## config.mk

```make
export PLATFORM = sky130hd
export DESIGN_NAME = irq_input_conditioner
export DESIGN_NICKNAME = d
export VERILOG_FILES = /design/src/rtl/irq_cond_pkg.sv /design/src/rtl/irq_edge_chan.sv /design/src/rtl/irq_level_chan.sv /design/src/rtl/irq_out_shaper.sv /design/src/rtl/irq_input_conditioner.sv
export SDC_FILE = /design/constraint.sdc
export NUM_CORES = 1
export LEC_CHECK = 0
export CAP_MARGIN = 20
export CORE_AREA = 2 2 39 41
export CTS_CLUSTER_DIAMETER = 200
export DETAILED_ROUTE_END_ITERATION = 8
export DIE_AREA = 0 0 41 43
export PLACE_DENSITY = 0.67
export SLEW_MARGIN = 0
export SYNTH_ARGS = -nofsm -noshare
export SYNTH_HDL_FRONTEND = slang
export SYNTH_SLANG_ARGS = --single-unit
export TNS_END_PERCENT = 10
```

## constraint.sdc

```tcl
create_clock -name clk -period 1 [get_ports clk]
set_input_delay 0.1 -clock clk [delete_from_list [all_inputs] [get_ports clk]]
set_output_delay 0.1 -clock clk [all_outputs]
set_load 0.05 [all_outputs]
```

## src/rtl/irq_cond_pkg.sv

```systemverilog
`timescale 1ns/1ps
package irq_cond_pkg;

    typedef enum logic {
        SENSE_LEVEL = 1'b0,
        SENSE_EDGE  = 1'b1
    } sense_e;

    typedef enum logic {
        SHAPE_PULSE = 1'b0,
        SHAPE_LEVEL = 1'b1
    } shape_e;

    // resting value of a line or pin whose active value is act
    function automatic logic idle_of(input logic act);
        return ~act;
    endfunction

    // drive value for a pin of polarity act when asserted is on
    function automatic logic pin_value(input logic asserted, input logic act);
        return asserted ? act : ~act;
    endfunction

endpackage

```

## src/rtl/irq_edge_chan.sv

```systemverilog
`timescale 1ns/1ps
module irq_edge_chan
    import irq_cond_pkg::*;
#(
    parameter int   SYNC_STAGES = 2,
    parameter logic RISE        = 1'b1
) (
    input  logic clk,
    input  logic rst,
    input  logic line,
    output logic hit
);
    localparam int   CHAIN = SYNC_STAGES + 1;
    localparam logic IDLE  = idle_of(RISE);

    logic [CHAIN-1:0] chain_q;

    always_ff @(posedge clk) begin
        if (rst) begin
            chain_q <= {CHAIN{IDLE}};
        end else begin
            chain_q <= {chain_q[CHAIN-2:0], line};
        end
    end

    // newest synchronized sample vs the one before it
    logic cur_s, old_s;
    assign cur_s = chain_q[CHAIN-2];
    assign old_s = chain_q[CHAIN-1];

    generate
        if (RISE) begin : g_rise
            assign hit = cur_s & ~old_s;
        end else begin : g_fall
            assign hit = ~cur_s & old_s;
        end
    endgenerate
endmodule

```

## src/rtl/irq_level_chan.sv

```systemverilog
`timescale 1ns/1ps
module irq_level_chan #(
    parameter logic HIGH = 1'b1
) (
    input  logic line,
    output logic hit
);
    generate
        if (HIGH) begin : g_high
            assign hit = line;
        end else begin : g_low
            assign hit = ~line;
        end
    endgenerate
endmodule

```

## src/rtl/irq_out_shaper.sv

```systemverilog
`timescale 1ns/1ps
module irq_out_shaper
    import irq_cond_pkg::*;
#(
    parameter logic SHAPE = 1'b1,
    parameter logic POL   = 1'b1
) (
    input  logic clk,
    input  logic rst,
    input  logic req,
    output logic pin
);
    localparam logic IDLE = idle_of(POL);

    logic req_prev_q;
    logic pin_q;
    logic fire;

    generate
        if (shape_e'(SHAPE) == SHAPE_LEVEL) begin : g_level
            assign fire = req;
        end else begin : g_pulse
            assign fire = req & ~req_prev_q;
        end
    endgenerate

    always_ff @(posedge clk) begin
        if (rst) begin
            req_prev_q <= 1'b0;
            pin_q      <= IDLE;
        end else begin
            req_prev_q <= req;
            pin_q      <= pin_value(fire, POL);
        end
    end

    assign pin = pin_q;
endmodule

```

## src/rtl/irq_input_conditioner.sv

```systemverilog
`timescale 1ns/1ps
module irq_input_conditioner
    import irq_cond_pkg::*;
#(
    parameter int            N_IN        = 8,
    parameter int            SYNC_STAGES = 2,
    parameter logic [N_IN-1:0] SENSE_KIND = 8'h0F,
    parameter logic [N_IN-1:0] EDGE_RISE  = 8'h05,
    parameter logic [N_IN-1:0] LEVEL_HIGH = 8'h30,
    parameter logic          OUT_LEVEL   = 1'b1,
    parameter logic          OUT_POL     = 1'b1
) (
    input  logic            clk,
    input  logic            rst,
    input  logic [N_IN-1:0] irq_raw,
    output logic [N_IN-1:0] det,
    input  logic            req_in,
    output logic            irq_pin
);
    generate
        for (genvar i = 0; i < N_IN; i++) begin : g_in
            if (sense_e'(SENSE_KIND[i]) == SENSE_EDGE) begin : g_edge
                irq_edge_chan #(
                    .SYNC_STAGES(SYNC_STAGES),
                    .RISE       (EDGE_RISE[i])
                ) u_chan (
                    .clk (clk),
                    .rst (rst),
                    .line(irq_raw[i]),
                    .hit (det[i])
                );
            end else begin : g_lvl
                irq_level_chan #(
                    .HIGH(LEVEL_HIGH[i])
                ) u_chan (
                    .line(irq_raw[i]),
                    .hit (det[i])
                );
            end
        end
    endgenerate

    irq_out_shaper #(
        .SHAPE(OUT_LEVEL),
        .POL  (OUT_POL)
    ) u_shape (
        .clk(clk),
        .rst(rst),
        .req(req_in),
        .pin(irq_pin)
    );
endmodule

```

==> results <==
worst min-delay path by stage:
stage / slack (ns) / depth (start not counted) / startpoint / end
floorplan: 0.20 / 1 / irq_raw[1] / g_in[1].g_edge.u_chan.chain_q[0]
global placement: 0.20 / 0 / irq_raw[4] / det[4]
detailed placement: 0.20 / 0 / irq_raw[4] / det[4]
CTS: 0.20 / 0 / irq_raw[4] / det[4]
global route: 0.20 / 0 / irq_raw[5] / det[5]
finish: 0.20 / 0 / irq_raw[4] / det[4]
critical path, delay by kind of cell, from the launching register on:
kind | cells | cell delay, ns
buffers and inverters | 1 | 0.14
DFF | 1 | 0.33
and+or+nand+nor | 1 | 0.15
state kept, by name, indices dropped and copies added, names as in the netlist:
name	flops
g_in.g_edge.u_chan.chain_q	12
u_shape.pin	1
power by group through the flow:
stage,sequential (W),combinational [W],clock (W)
floorplan,0.000562,0.000102,0
global placement,0.000557,0.000164,0
detailed placement,0.000558,0.000165,0
CTS,0.000550,0.000172,0.000330
global route,0.000553,0.000182,0.000355
finish,0.000550,0.000170,0.000312
cell type report:
class	count	area share
clock buffers	4	0.0378
well taps	16	0.0288
repair buffers	17	0.338
inverters	2	0.0108
multi-input cells	17	0.201
flip-flops and latches	13	0.383
per-layer routing:
metal | global-route usage | routed length, µm | vias to the layer above
met5 | 0 | 0 | -
met4 | 0.120 | 29 | 0
met3 | 0.0157 | 57 | 3
met2 | 0.106 | 215 | 16
met1 | 0.106 | 220 | 115
li1 | - | - | 135
Yosys cell counts:
cell | n | area share
or2_1 | 6 | 0.084
inv_1 | 2 | 0.017
nor2b_1 | 8 | 0.11
and2b_1 | 3 | 0.050
buf_6 | 1 | 0.025
buf_4 | 8 | 0.13
dfxtp_1 | 13 | 0.58
per-stage QoR:
step	instances	utilization	total power [W]	hold slack (ns)	setup WS (ns)
3_3_place_gp	65	0.458	0.000720	0.200	-0.0712
3_5_place_dp	65	0.458	0.000723	0.200	-0.0788
2_1_floorplan	41	-	0.000665	0.197	0.301
5_1_grt	69	0.503	0.00109	0.200	-0.0396
4_1_cts	69	0.501	0.00105	0.200	-0.00862
6_report	69	0.503	0.00103	0.200	0.00965
what timing repair did:
| action | 4_1_cts | 5_1_grt |
|---|---|---|
| setup endpoints to repair | 4 | 4 |
| hold buffers | 0 | 0 |
| pin swaps | 0 | 0 |
| gates resized for setup | 11 | 2 |
logic make-up after synthesis:
kind of cell,synth area share
AND/OR/NAND/NOR,0.245
buffers and inverters,0.175
flip-flops,0.579
==> results_dict.tcl <==
set metrics [dict create \
    post-cts-setup-buffers 0 \
    regArea_um2 267 \
    finalInstanceArea_um2 696 \
    drtIter0Drc 0 \
    dr_total_vias 269 \
    fin_nets 65 \
    drt-vias-per-instance 3.90 \
    dp.final_hpwl_um 376 \
    track_usage 0.0882 \
    drive_gt1_frac 0.396 \
    initial_core_util 0.325 \
    pwr-share-seq 0.533 \
    cp-endpoint "det[2]" \
    clockBufferDepth 2 \
    period_needed_ns 0.990 \
    maxCapViolCount 0 \
    ir_drop_v 0.000896 \
    r2r-start "g_in[1].g_edge.u_chan.chain_q[1]" \
    n_antenna_cell 0 \
    yosys_warnings 0 \
    grt-ovfl-total 0 \
    p_sw_w 0.000237 \
    syn_inst 41 \
    placed_area_um2 633 \
    synth_cell_types 7 \
    cts-htree-levels 1 \
    critPathLaunchType "register" \
    crit_fanout 2 \
    cts_tree "done" \
    max_freq_ghz 1.01 \
    ys_seq_area_frac 0.579 \
    endpoint_kind "output port" \
    r2r_cells 1 \
    slew_headroom 0.803 \
    die_w_um 41 \
    cp_data_arrival_time_ns 0.89 \
    slowest_stage "dfxtp_2" \
    status "completed" \
    io_pins 20 \
    wire_per_inst_um 7.57 \
    pwr-share-clk 0.302 \
    fin_setup_tns_ns 0 \
    worst_pin_slew_ns 0.295 \
    grt_pass1_vias 264 \
    slowest_delay_ns 0.33 \
    wl_um 522 \
    coreArea_um2 1380 \
    p_leak_nw 0.300 \
    path_class "register to output port" \
    rsz0062_at_grt "yes" \
    gp_congestion 0.587 \
    drc 0 \
    layout_common_cells "8 x dfxtp_1, 8 x clkdlybuf4s50_1, 7 x buf_12, 6 x or2_1, 5 x dfxtp_2" \
    fillers 130 \
    grt_max_degree 13 \
    critPathRequiredTime_ns 0.90 \
    cts_sinks 13 \
    clk_pin_slew_ns 0.07 \
    combPwrFrac 0.165 \
    final-setup-viol-count 0 \
    first_pass_iters 1 \
    hold_class "input port to output port" \
    die_area_um2 1760 \
    powerDensity_nw_per_um2 1480 \
    min_period_over_period 0.990 \
    cts_root_buffer "clkbuf_4" \
    multi_input_area_um2 140 \
    internal_power_w 0.000795 \
    cts_made_buffers 3 \
    synth_fp_nets 52 \
    skew_ns 0.00239 \
    cp-startpoint "g_in[2].g_edge.u_chan.chain_q[1]" \
    syn_to_final_growth_pct 54.9 \
    hold_viol 0 \
    grt_pass1_wl_um 986 \
    fp-row-count 14 \
    clock_latency_ns 0.27 \
    fp.dieH_um 43 \
    port_buffers 15 \
    grt_antenna_before_repair 0 \
    timing.rr.end "g_in[1].g_edge.u_chan.chain_q[2]" \
    yosys_register_bits 13 \
    avgSynthCellArea_um2 11.0 \
    synth_area_um2 449 \
    crit_chain "nor2b_4 -> buf_12" \
    detail-route-antenna-nets 0 \
    drv_slew 0 \
    switching_share 0.230 \
    rrSetupSlack_ns 0.35 \
]
(Power assumes the default switching activity.)
